<file path="src/rtl/pscpwm_pkg.sv">
package pscpwm_pkg;
  typedef enum logic {
    SHAPE_SAW = 1'b0,
    SHAPE_TRI = 1'b1
  } shape_e;
endpackage

</file>
<file path="src/rtl/pscpwm_master_cnt.sv">
module pscpwm_master_cnt #(
  parameter int unsigned PERIOD = 16,
  localparam int unsigned CNT_W = $clog2(PERIOD)
) (
  input  logic             clk_i,
  input  logic             rst_ni,
  output logic [CNT_W-1:0] cnt_o
);
  localparam logic [CNT_W-1:0] LAST = CNT_W'(PERIOD - 1);

  logic [CNT_W-1:0] cnt_q;

  always_ff @(posedge clk_i or negedge rst_ni) begin
    if (!rst_ni)            cnt_q <= '0;
    else if (cnt_q == LAST) cnt_q <= '0;
    else                    cnt_q <= cnt_q + 1'b1;
  end

  assign cnt_o = cnt_q;

  AST_CNT_WRAP: assert property (@(posedge clk_i) disable iff (!rst_ni)
    (cnt_q == LAST) |=> (cnt_q == '0));
  AST_CNT_RANGE: assert property (@(posedge clk_i) disable iff (!rst_ni)
    (cnt_q != LAST) |=> (cnt_q == $past(cnt_q) + 1'b1));
endmodule

</file>
<file path="src/rtl/pscpwm_channel.sv">
module pscpwm_channel
  import pscpwm_pkg::*;
#(
  parameter int unsigned PERIOD = 16,
  parameter int unsigned N_SUB  = 4,
  parameter int unsigned IDX    = 0,
  localparam int unsigned CNT_W = $clog2(PERIOD),
  localparam int unsigned REF_W = CNT_W + 1
) (
  input  logic             clk_i,
  input  logic             rst_ni,
  input  logic [CNT_W-1:0] master_i,
  input  shape_e           shape_i,
  input  logic [REF_W-1:0] ref_i,
  output logic             req_o
);
  localparam int unsigned OFFSET = (IDX * PERIOD) / N_SUB;
  localparam logic [REF_W-1:0] PER_V  = REF_W'(PERIOD);
  localparam logic [REF_W-1:0] HALF_V = REF_W'(PERIOD / 2);
  localparam logic [REF_W-1:0] OFF_V  = REF_W'(OFFSET);

  logic [REF_W-1:0] sum, phase, carrier, ref_q, ref_eff;
  logic             latch;

  assign sum   = {1'b0, master_i} + OFF_V;
  assign phase = (sum >= PER_V) ? (sum - PER_V) : sum;

  always_comb begin
    if (shape_i == SHAPE_TRI)
      carrier = (phase <= HALF_V) ? (phase << 1) : ((PER_V - phase) << 1);
    else
      carrier = phase;
  end

  // sample at valley, and at peak for triangle
  assign latch   = (phase == '0) || ((shape_i == SHAPE_TRI) && (phase == HALF_V));
  assign ref_eff = latch ? ref_i : ref_q;
  assign req_o   = ref_eff > carrier;

  always_ff @(posedge clk_i or negedge rst_ni) begin
    if (!rst_ni)    ref_q <= '0;
    else if (latch) ref_q <= ref_i;
  end

  AST_REF_HOLD: assert property (@(posedge clk_i) disable iff (!rst_ni)
    (master_i != CNT_W'((PERIOD - OFFSET) % PERIOD)) && (shape_i == SHAPE_SAW)
    |=> $stable(ref_q));
endmodule

</file>
<file path="src/rtl/pscpwm_deadtime.sv">
module pscpwm_deadtime #(
  parameter int unsigned DEAD_W = 3
) (
  input  logic              clk_i,
  input  logic              rst_ni,
  input  logic              req_i,
  input  logic [DEAD_W-1:0] dead_i,
  output logic              hi_o,
  output logic              lo_o
);
  logic              req_q;
  logic [DEAD_W-1:0] cnt_q;

  always_ff @(posedge clk_i or negedge rst_ni) begin
    if (!rst_ni) begin
      req_q <= 1'b0;
      cnt_q <= '0;
    end else if (req_i != req_q) begin
      req_q <= req_i;
      cnt_q <= '0;
    end else if (cnt_q != '1) begin
      cnt_q <= cnt_q + 1'b1;
    end
  end

  assign hi_o = req_q  && (cnt_q >= dead_i);
  assign lo_o = !req_q && (cnt_q >= dead_i);

  AST_HI_SRC: assert property (@(posedge clk_i) disable iff (!rst_ni)
    $rose(hi_o) |-> $past(req_i) || $past(req_q));
  AST_LO_SRC: assert property (@(posedge clk_i) disable iff (!rst_ni)
    $rose(lo_o) |-> !$past(req_i) || !$past(req_q));
  AST_DEAD_GAP_HI: assert property (@(posedge clk_i) disable iff (!rst_ni)
    ($rose(hi_o) && (dead_i != '0)) |-> !$past(lo_o));
  AST_DEAD_GAP_LO: assert property (@(posedge clk_i) disable iff (!rst_ni)
    ($rose(lo_o) && (dead_i != '0)) |-> !$past(hi_o));
endmodule

</file>
<file path="src/rtl/pscpwm_bank.sv">
module pscpwm_bank
  import pscpwm_pkg::*;
#(
  parameter int unsigned N_SUB  = 4,
  parameter int unsigned PERIOD = 16,
  parameter int unsigned DEAD_W = 3,
  localparam int unsigned CNT_W = $clog2(PERIOD),
  localparam int unsigned REF_W = CNT_W + 1
) (
  input  logic                   clk_i,
  input  logic                   rst_ni,
  input  logic                   shape_i,
  input  logic [DEAD_W-1:0]      dead_i,
  input  logic [N_SUB*REF_W-1:0] ref_i,
  output logic [N_SUB-1:0]       gate_hi_o,
  output logic [N_SUB-1:0]       gate_lo_o
);
  logic [CNT_W-1:0] master;
  logic [N_SUB-1:0] req;
  shape_e           shape;

  assign shape = shape_e'(shape_i);

  pscpwm_master_cnt #(.PERIOD(PERIOD)) u_master (
    .clk_i (clk_i),
    .rst_ni(rst_ni),
    .cnt_o (master)
  );

  for (genvar k = 0; k < N_SUB; k++) begin : g_ch
    pscpwm_channel #(.PERIOD(PERIOD), .N_SUB(N_SUB), .IDX(k)) u_ch (
      .clk_i   (clk_i),
      .rst_ni  (rst_ni),
      .master_i(master),
      .shape_i (shape),
      .ref_i   (ref_i[k*REF_W +: REF_W]),
      .req_o   (req[k])
    );

    pscpwm_deadtime #(.DEAD_W(DEAD_W)) u_dt (
      .clk_i (clk_i),
      .rst_ni(rst_ni),
      .req_i (req[k]),
      .dead_i(dead_i),
      .hi_o  (gate_hi_o[k]),
      .lo_o  (gate_lo_o[k])
    );
  end

  AST_PAIR_EXCL: assert property (@(posedge clk_i) disable iff (!rst_ni)
    (gate_hi_o & gate_lo_o) == '0);
  AST_ZERO_DEAD: assert property (@(posedge clk_i) disable iff (!rst_ni)
    ((dead_i == '0) && $stable(dead_i)) |=> ((gate_hi_o ^ gate_lo_o) == '1));
endmodule

</file>
<file path="config.mk">
export PLATFORM = sky130hd
export DESIGN_NAME = pscpwm_bank
export DESIGN_NICKNAME = d
export VERILOG_FILES = /design/src/rtl/pscpwm_pkg.sv /design/src/rtl/pscpwm_master_cnt.sv /design/src/rtl/pscpwm_channel.sv /design/src/rtl/pscpwm_deadtime.sv /design/src/rtl/pscpwm_bank.sv
export SDC_FILE = /design/constraint.sdc
export NUM_CORES = 1
export LEC_CHECK = 0
export CAP_MARGIN = 40
export CORE_MARGIN = 5
export CORE_UTILIZATION = 48
export CTS_CLUSTER_SIZE = 16
export DETAILED_ROUTE_END_ITERATION = 10
export PLACE_DENSITY = 0.8
export SLEW_MARGIN = 20
export SYNTH_ARGS = -nofsm -noshare
export SYNTH_HDL_FRONTEND = slang
export SYNTH_SLANG_ARGS = --single-unit
</file>
<file path="constraint.sdc">
create_clock -name clk_i -period 3.4 [get_ports clk_i]
set_input_delay 0.68 -clock clk_i [delete_from_list [all_inputs] [get_ports clk_i]]
set_output_delay 0.68 -clock clk_i [all_outputs]
set_load 0.01 [all_outputs]
</file>
* Yosys cells after proc, flatten, opt, wreduce, memory -nomap -nowiden
Index checks and enable logic that the tools add are counted.
W data, S select, Z words.
** Word-level totals
- Output and inout port bits :: 8
- Register bits after elaboration :: 40
- Input port bits :: 26
** Cells by class
- $add $sub $neg :: 16
- Multiplexer cells :: 25
- Eq/ne operators :: 13
- Magnitude comparators :: 16
- Reduce and logical (&&, ||, !) cells :: 28
** Operators by type and width (number)
- $mux W5 :: 16
- $mux W3 :: 8
- $eq A5 B4 Y1 const B :: 4
- $gt A5 B5 Y1 :: 4
- $le A5 B4 Y1 const B :: 4
- $logic_not A5 Y1 :: 4
- $sub A1 B4 Y4 const A :: 4
- $ge A5 B5 Y1 const B :: 3
- $sub A5 B5 Y5 const B :: 3
- $add A3 B1 Y3 const B :: 4
- $ge A3 B3 Y1 :: 4
- $logic_and A1 B1 Y1 :: 12
- $ne A3 B3 Y1 const B :: 4
- $add A4 B4 Y5 const B :: 2
- $reduce_bool A2 Y1 :: 4
- $add A4 B3 Y5 const B :: 1
- $ge A4 B5 Y1 const B :: 1
- $sub A4 B5 Y5 const B :: 1
- $add A4 B1 Y4 const B :: 1
- $eq A4 B4 Y1 const B :: 1
- $logic_not A1 Y1 :: 4
- $logic_or A1 B1 Y1 :: 4
- $mux W4 :: 1
- $ne A1 B1 Y1 :: 4

* Depth between registers and ports, before layout
Gate-level depths: netlist of run 1.
- Depth in word-level cells :: 10
- Gate-level depth with buffers :: 13
- Mapped depth without buffers :: 11

* By module
From an unflattened synthesis of run 1, not the netlist that was laid out.
** Second synthesis, totals
- Cell total of the unflattened synthesis :: 304
- Area total of the unflattened synthesis :: 3113.0 µm²
** By module, submodules not included
- pscpwm_deadtime :: area each 255.2 µm², instances 4, sequential area each 100.1 µm², cells an instance 25
- pscpwm_channel (g_ch[3].u_ch) :: area each 526.8 µm², instances 1, sequential area each 125.1 µm², cells an instance 53
- pscpwm_channel (g_ch[1].u_ch) :: area each 518.0 µm², instances 1, sequential area each 125.1 µm², cells an instance 52
- pscpwm_channel (g_ch[0].u_ch) :: area each 446.7 µm², instances 1, sequential area each 125.1 µm², cells an instance 44
- pscpwm_channel (g_ch[2].u_ch) :: area each 436.7 µm², instances 1, sequential area each 125.1 µm², cells an instance 43
- pscpwm_master_cnt :: area each 163.9 µm², instances 1, sequential area each 100.1 µm², cells an instance 12

* Worst setup path after synthesis of run 1
No wires, ideal clock.
- Kind :: register to register
- From :: register u_master.cnt_q[2], in the netlist u_master.cnt_o[2]
- To :: register g_ch[3].u_dt.cnt_q[1]
- Slack :: 193 ps
- Cell stages (with the launch flop) :: 14
- Buffers on the path :: 2
- Period minus slack after synthesis :: 3207 ps
- Arrival time :: 3082 ps
- Cell sequence :: dfrtp_1 -> inv_1 -> clkbuf_1 -> ha_1 -> buf_2 -> nand2_1 -> nor4_2 -> nor2_2 -> mux2_2 -> ha_1 -> a21o_1 -> mux2i_1 -> a21oi_1 -> mux2_2
** On the way
- Longest elaborated chain between the ends :: 10
** Ends and longest elaborated chain
- from (decl) :: line pscpwm_master_cnt.sv:11 : logic [CNT_W-1:0] cnt_q;
- from (signal assigned) :: line pscpwm_master_cnt.sv:16 : else cnt_q <= cnt_q + 1'b1;
- $add A4 B4 Y5 (*) :: line pscpwm_channel.sv:25 : assign sum = {1'b0, master_i} + OFF_V;
- $sub A5 B5 Y5 / $ge A5 B5 Y1 (equally long branches) :: line pscpwm_channel.sv:26 : assign phase = (sum >= PER_V) ? (sum - PER_V) : sum;
- $mux W5 (*) :: line pscpwm_channel.sv:26
- $eq A5 B4 Y1 :: line pscpwm_channel.sv:36 : assign latch = (phase == '0) || ((shape_i == SHAPE_TRI) && (phase == HALF_V));
- $logic_and A1 B1 Y1 :: line pscpwm_channel.sv:36
- $logic_or A1 B1 Y1 (*) :: line pscpwm_channel.sv:36
- $mux W5 (*)
- via g_ch[3].u_ch.ref_eff[4] :: line pscpwm_channel.sv:22 : logic [REF_W-1:0] sum, phase, carrier, ref_q, ref_eff;
- $gt A5 B5 Y1 (*) :: line pscpwm_channel.sv:38 : assign req_o = ref_eff > carrier;
- $ne A1 B1 Y1 (*) :: line pscpwm_deadtime.sv:18 : end else if (req_i != req_q) begin
- $mux W3 / $reduce_bool A2 Y1 (equally long branches)
- to (signal assigned) :: line pscpwm_deadtime.sv:22 : cnt_q <= cnt_q + 1'b1;
- to (decl) :: line pscpwm_deadtime.sv:12 : logic [DEAD_W-1:0] cnt_q;
Mark *: on every way through the listed nets, which the timed path passes. The rest lies on a longest branch.
A chain may end at the register's enable or synchronous reset.

* Worst setup path in the final report of run 1
- From :: input port dead_i[0]
- To :: output port gate_hi_o[1]
** On the way
- Longest elaborated chain between the ends :: 2
** Ends and longest elaborated chain
- from (decl) :: line pscpwm_bank.sv:13 : input logic [DEAD_W-1:0] dead_i,
- $ge A3 B3 Y1 :: line pscpwm_deadtime.sv:26 : assign hi_o = req_q && (cnt_q >= dead_i);
- $logic_and A1 B1 Y1 :: line pscpwm_deadtime.sv:26
- to (decl) :: line pscpwm_bank.sv:15 : output logic [N_SUB-1:0] gate_hi_o,
Every way passes these cells.

==> results.yml, run 1 <==
status:
  status: "complete, no violations"
layout:
  area.sequential_mm2: 0.00100
  area_growth_from_synthesis_to_layout_pct: 18.6
  fraction_of_layout_cells_with_a_size_suffix_above_1_pct: 16.7
  antenna_cells_inserted: 0
  multiInputGateArea_mm2: 0.00188
  final_nets: 413
  final_design_area_no_fill_mm2: 0.00360
  layout.core_utilization_pct: 57.6
  nFillCells: 562
route:
  via_count: 2237
  detail_route.wl_per_cell_um: 14.5
  routed_wl_um: 6070
  route.detailed.drc: 0
  final_antenna_net_count: 0
  initialDrtViolationCount: 62
  drt_pre_antenna_iters: 4
  routed_via_density: 5.35
sta:
  totalNegativeSetupSlack_ns: 0
  worst_slew_pin_slew_ns: 0.473
  fmax_mhz: 305
  min_period_ns: 3.28
  timing.final.ws_setup_ns: 0.119
  finalCritPeriodShare_pct: 96.5
  grt_setup_unrepaired: "false"
  drv_slew: 0
  final-setup-viol-count: 0
  fin_worst_skew_ns: 0.00707
  timing_hold_violations_final: 0
  slew-limit-headroom_pct: 68.4
  fin_worst_hold_slack_ns: 0.292
power_and_ir_drop:
  peak_vdd_ir_mv: 0.240
  power_density_mw_per_mm2: 417
  leakage_nw: 1.67
critical_path:
  data_required_time_at_the_worst_endpoint_ns: 2.72
  cp.arrival_ns: 2.60
  timing_worst_setup_path_type: "in -> out"
  timing.critical_path.from_type: "input port"
  rrSetupSlack_ns: 0.29
  crit_path_top_delay_cell: "sky130_fd_sc_hd__clkdlybuf4s50_1"
  setup.worst_path.end_class: "output pin"
  rr_worst_depth: 10
  critical_path.reg2reg.endpoint: "g_ch[2].u_dt.cnt_q[2]"
  timing.critical_path.from: "dead_i[0]"
  cp_slowest_stage_delay_ns: 0.52
  source_of_the_worst_register_to_register_timing_path: "u_master.cnt_o[2]"
  cp-endpoint: "gate_hi_o[1]"
  timing.critical_path.mode_cell: "sky130_fd_sc_hd__clkdlybuf4s50_1"
  cp_cell_sequence: "clkdlybuf4s50_1 -> ha_1 -> nand2b_1 -> a21o_1 -> a21oi_1 -> nor2b_1 -> clkdlybuf4s50_1"
  path_max_fanout: 4
synth:
  synth.yosys.seq_area_share_pct: 33.0
  netlist-cell-type-count: 39
  synth_top_family_by_area: "adder cells"
  synth-simple-area-share_pct: 12.8
  yosysWarnings: 0
  synthAdderAreaFrac_pct: 19.4
  synth.avg_cell_area_um2: 10.1
  synthesis.area_mm2: 0.00303
  synth_edf_count: 0
  register_bit_total_from_synthesis: 40
  yosys_most_used_dff: "sky130_fd_sc_hd__dfrtp_1"
  post_synth_mux_area_share_pct: 15.6
  synth-compound-area-share_pct: 12.5
  syn_nets: 372
  synth-async-reset-ratio_pct: 100
  synthesis.instances: 299
  post_synth_xor_area_fraction_pct: 1.44
floorplan:
  floorplan.die.width_um: 89.5
  initial_core_utilization_pct: 48.6
  coreArea_mm2: 0.00624
  die-height_um: 89.5
  num_io_pins: 34
  num_rows: 29
  die_area_mm2: 0.00800
global_routing:
  first_pass_grt_wire_length_um: 10400
  number_of_global_route_vias_before_repair: 2233
  number_of_antenna_violations_at_the_first_check_in_global_routing: 0
  grt_use_total_pct: 16.6
  grt_overflow_total: 0
  grt_start_max_net_pins: 27
clock_tree:
  clk_pin_slew_worst_paths_ns: 0.08
  clock_tree_from_tritoncts: "done"
  clk_path_buf_depth: 2
  cts_made_buffers: 5
  clock_insertion_delay_at_the_later_pin_of_the_skew_report_ns: 0.29
  post-cts-setup-buffer-count: 0
  clock_sink_count: 40
  clockRootBuffer: "sky130_fd_sc_hd__clkbuf_8"
  cts_hold_buf: 0
  cts-htree-levels: 2
place:
  place_congestion: 0.902
  port_buffers: 33
  detailedPlacementHpwl_um: 4910
  place_area_mm2: 0.00350
  pre_cts_ws_ns: -0.0483
run:
  cap_viol_max_count: 0
min_path:
  hold_path.class: "in -> async"
==> synthesized netlist by cell type, drive strengths merged (2+ instances only) <==
library cell | n | share of area (%)
o221ai | 2 | 0.58
inv | 17 | 2.1
clkbuf | 3 | 0.37
nand3 | 7 | 1.2
o21ai | 11 | 1.9
xnor2 | 5 | 1.4
a21o | 9 | 2.2
nor3 | 4 | 0.66
a32oi | 2 | 0.58
nand2b | 9 | 1.9
dfrtp | 40 | 33
o21a | 2 | 0.50
a21oi | 19 | 3.1
nor2 | 21 | 3.2
nor2b | 13 | 2.7
mux2i | 19 | 6.3
buf | 13 | 2.8
ha | 47 | 19
nand2 | 14 | 1.7
mux2 | 25 | 9.3
a21boi | 3 | 0.74
a22o | 2 | 0.58
==> routing by layer <==
metal	GRT usage, %	wire length, µm	vias to the layer above
li1	-	-	1138
met1	21.7	2760	1042
met2	28.4	2950	49
met3	3.04	293	8
met4	4.19	73	0
met5	0	0	-
==> logic make-up after synthesis <==
family / after synthesis
simple gates: 72
compound gates: 58
fa+ha+maj: 47
mux: 44
flops: 40
buf+inv: 33
xor+xnor: 5
==> sequential cells by signal, summed over array words and instances (netlist names) <==
name and count:
g_ch.u_ch.ref_q 20, g_ch.u_dt.cnt_q 12, g_ch.u_dt.req_q 4, u_master.cnt_o 4
==> area by class of cell <==
class	count	area share, %
multi-input cells	226	52.2
clock inverters	1	0.209
repair buffers	50	12.9
inverters	17	1.77
well taps	77	2.68
flip-flops and latches	40	27.8
clock buffers	7	2.40
==> worst max-delay path: cells and delay by family <==
| kind | cells | cell delay [ns] |
|---|---|---|
| AND/OR/NAND/NOR | 2 | 0.22 |
| adder cells (fa/ha/maj) | 1 | 0.34 |
| AO/OA/AOI/OAI | 2 | 0.36 |
| buffers and inverters | 2 | 1.00 |
==> metrics by stage <==
stage / cells / power, mW
5_1_grt: 418 / 1.63
3_5_place_dp: 410 / 1.18
2_1_floorplan: 299 / 1.01
3_3_place_gp: 409 / 1.13
6_report: 418 / 1.50
4_1_cts: 418 / 1.51
==> worst min-delay path by stage <==
stage                                startpoint                    end
final                                    rst_ni  g_ch[2].u_ch.ref_q[1]
after floorplan                          rst_ni  g_ch[0].u_ch.ref_q[0]
after detailed placement  g_ch[1].u_ch.ref_q[0]  g_ch[1].u_ch.ref_q[0]
after global placement    g_ch[1].u_ch.ref_q[0]  g_ch[1].u_ch.ref_q[0]
after CTS                                rst_ni  g_ch[2].u_ch.ref_q[1]
after global routing                     rst_ni  g_ch[2].u_ch.ref_q[1]
==> placed cells by master (no fill, tap or decap), drive strengths merged, types with 2 or more instances in the layout <==
master	Yosys	routed
a21boi	3	3
a21o	9	9
a21oi	19	19
a22o	2	2
a32oi	2	2
buf	13	18
clkbuf	3	7
clkdlybuf4s50	0	32
dfrtp	40	40
ha	47	47
inv	17	17
mux2	25	25
mux2i	19	19
nand2	14	14
nand2b	9	9
nand3	7	7
nor2	21	21
nor2b	13	13
nor3	4	4
o21a	2	2
o21ai	11	11
o221ai	2	2
xnor2	5	5
==> repair_timing <==
| action | 4_1_cts | 5_1_grt |
|---|---|---|
| endpoints found under the setup margin | 0 | 2 |
| resized for setup | 0 | 1 |
| endpoints found under the hold margin | 0 | 0 |
==> power by group <==
group	switching, mW	internal (mW)
logic	0.254	0.309
clock network	0.164	0.165
registers	0.0600	0.548
total	0.478	1.02
No activity file was read; power rests on OpenSTA's default activity.
==> inputs of run 2 (changes only) <==
ABC_CLOCK_PERIOD_IN_PS = 3400   (was unset)
GPL_TIMING_DRIVEN = 0   (was unset)
SKIP_LAST_GASP = 1   (was unset)
==> run 2 against run 1 <==
  * First-iteration DRC count decreased by 11%
  * Setup slack gained 0.059 ns
  * Final area increased by 1.4%
  * Sequential cell count did not move
  * Count of clock-buffer cells in the layout down 1
  * Via count is 1.8% higher
  * Clock skew up 0.0046 ns
  * Maximum frequency up 1.8%
  * Register-to-register slack worse by 0.10 ns
==> results.yml, run 2 (synthesis results as in run 1) <==
status:
  status: "complete, no violations"
global_routing:
  grt_overflow_total: 0
  number_of_global_route_vias_before_repair: 2251
  number_of_antenna_violations_at_the_first_check_in_global_routing: 0
  first_pass_grt_wire_length_um: 9620
  grt_use_total_pct: 15.4
  grt_start_max_net_pins: 23
critical_path:
  data_required_time_at_the_worst_endpoint_ns: 2.72
  cp.arrival_ns: 2.54
  timing_worst_setup_path_type: "in -> out"
  timing.critical_path.from_type: "input port"
  path_max_fanout: 4
  setup.worst_path.end_class: "output pin"
layout:
  multiInputGateArea_mm2: 0.00190
  regMostFlops: "g_ch.u_ch.ref_q"
  top_flop_regs: "g_ch.u_ch.ref_q x20, g_ch.u_dt.cnt_q x12"
  fraction_of_layout_cells_with_a_size_suffix_above_1_pct: 18.3
  area_growth_from_synthesis_to_layout_pct: 20.2
  antenna_cells_inserted: 0
  layout_common_cells: "sky130_fd_sc_hd__ha_1, sky130_fd_sc_hd__dfrtp_1, sky130_fd_sc_hd__clkdlybuf4s50_1, sky130_fd_sc_hd__mux2_2, sky130_fd_sc_hd__nor2_1"
  layout.cells.most_common: "sky130_fd_sc_hd__ha_1"
  nFillCells: 542
  area.sequential_mm2: 0.00100
  final_nets: 416
  max_reg_flops: 20
floorplan:
  floorplan.die.width_um: 89.5
  die_area_mm2: 0.00800
  num_io_pins: 34
  coreArea_mm2: 0.00624
  num_rows: 29
  die-height_um: 89.5
  initial_core_utilization_pct: 48.6
sta:
  worst_slew_pin_slew_ns: 0.473
  slew-limit-headroom_pct: 68.5
  final-setup-viol-count: 0
  min_period_ns: 3.22
  finalCritPeriodShare_pct: 94.8
  fin_worst_skew_ns: 0.0117
  drv_slew: 0
  fmax_mhz: 310
  totalNegativeSetupSlack_ns: 0
  fin_worst_hold_slack_ns: 0.336
  timing_hold_violations_final: 0
clock_tree:
  clock_insertion_delay_at_the_later_pin_of_the_skew_report_ns: 0.30
  clk_path_buf_depth: 2
  cts-htree-levels: 2
  clock_tree_from_tritoncts: "done"
  cts_made_buffers: 5
  clockRootBuffer: "sky130_fd_sc_hd__clkbuf_8"
  clk_pin_slew_worst_paths_ns: 0.07
  clock_sink_count: 40
power_and_ir_drop:
  peak_vdd_ir_mv: 0.275
  leakage_nw: 1.70
  power_density_mw_per_mm2: 433
min_path:
  hold_path.class: "in -> async"
route:
  detail_route.wl_per_cell_um: 13.4
  drt_pre_antenna_iters: 4
  routed_wl_um: 5650
  via_count: 2278
  routed_via_density: 5.41
  route.detailed.drc: 0
  initialDrtViolationCount: 55
  final_antenna_net_count: 0
place:
  detailedPlacementHpwl_um: 4430
  place_congestion: 0.909
  port_buffers: 33
run:
  cap_viol_max_count: 0
## run 2: what timing repair did
| action | in CTS | in global routing |
|---|---|---|
| pin swaps | 1 | 2 |
| buffers inserted | 0 | 3 |
| hold buffers | 0 | 0 |
| endpoints found under the setup margin | 9 | 10 |
| gates resized for setup | 4 | 12 |
## run 2: worst max-delay path, cell delays in order
cell                              delay, ns
sky130_fd_sc_hd__clkdlybuf4s50_1       0.46
sky130_fd_sc_hd__inv_1                 0.10
sky130_fd_sc_hd__ha_1                  0.31
sky130_fd_sc_hd__a21o_1                0.15
sky130_fd_sc_hd__a21oi_1               0.19
sky130_fd_sc_hd__nor2b_1               0.07
sky130_fd_sc_hd__buf_4                 0.13
sky130_fd_sc_hd__clkdlybuf4s50_1       0.46
## run 2: cell type report
type                            count  share of cell area, %
Timing Repair Buffer               37                   10.3
Sequential cell                    40                   27.5
Inverter                           17                   1.75
Clock buffer                        6                   1.99
Multi-Input combinational cell    226                   52.0
Tap cell                           77                   2.64
Buffer                             16                   2.85
Clock inverter                      2                  0.961
## run 2: final timing paths
path	start	endpoint	slack [ns]	cells past startpoint
min in group clk_i	g_ch[0].u_ch.ref_q[3]	g_ch[0].u_ch.ref_q[3]	0.50	1
setup reg to reg	u_master.cnt_o[2]	g_ch[3].u_dt.cnt_q[2]	0.19	13
setup / recovery	dead_i[1]	gate_hi_o[0]	0.18	8
hold reg to reg	g_ch[0].u_ch.ref_q[3]	g_ch[0].u_ch.ref_q[3]	0.50	1
hold / removal	rst_ni	g_ch[2].u_ch.ref_q[4]	0.34	1
max in group asynchronous	rst_ni	g_ch[0].u_ch.ref_q[3]	2.60	2
## run 2: power by group
group	switching [mW]	total [mW]	internal, mW
Clock	0.163	0.380	0.218
Sequential	0.0570	0.605	0.548
Combinational	0.255	0.591	0.337
Total	0.474	1.58	1.10
## run 2: per-stage QoR
step | std cells | utilization (%) | setup slack, ns | area [µm²] | total power, mW
4_1_cts | 418 | 57.6 | 0.00223 | 3600 | 1.59
6_report | 421 | 58.4 | 0.178 | 3640 | 1.58
2_1_floorplan | 299 | - | 0.193 | 3030 | 1.01
3_5_place_dp | 410 | 55.8 | -0.361 | 3480 | 1.20
5_1_grt | 421 | 58.4 | -0.000983 | 3640 | 1.72
3_3_place_gp | 409 | 55.4 | -0.357 | 3460 | 1.16
## run 2: routing by layer
layer,vias up,track usage (%),wire length [µm]
li1,1150,-,-
met5,-,0,0
met1,1068,18.5,2490
met2,49,27.1,2780
met4,0,5.41,99
met3,11,3.23,283
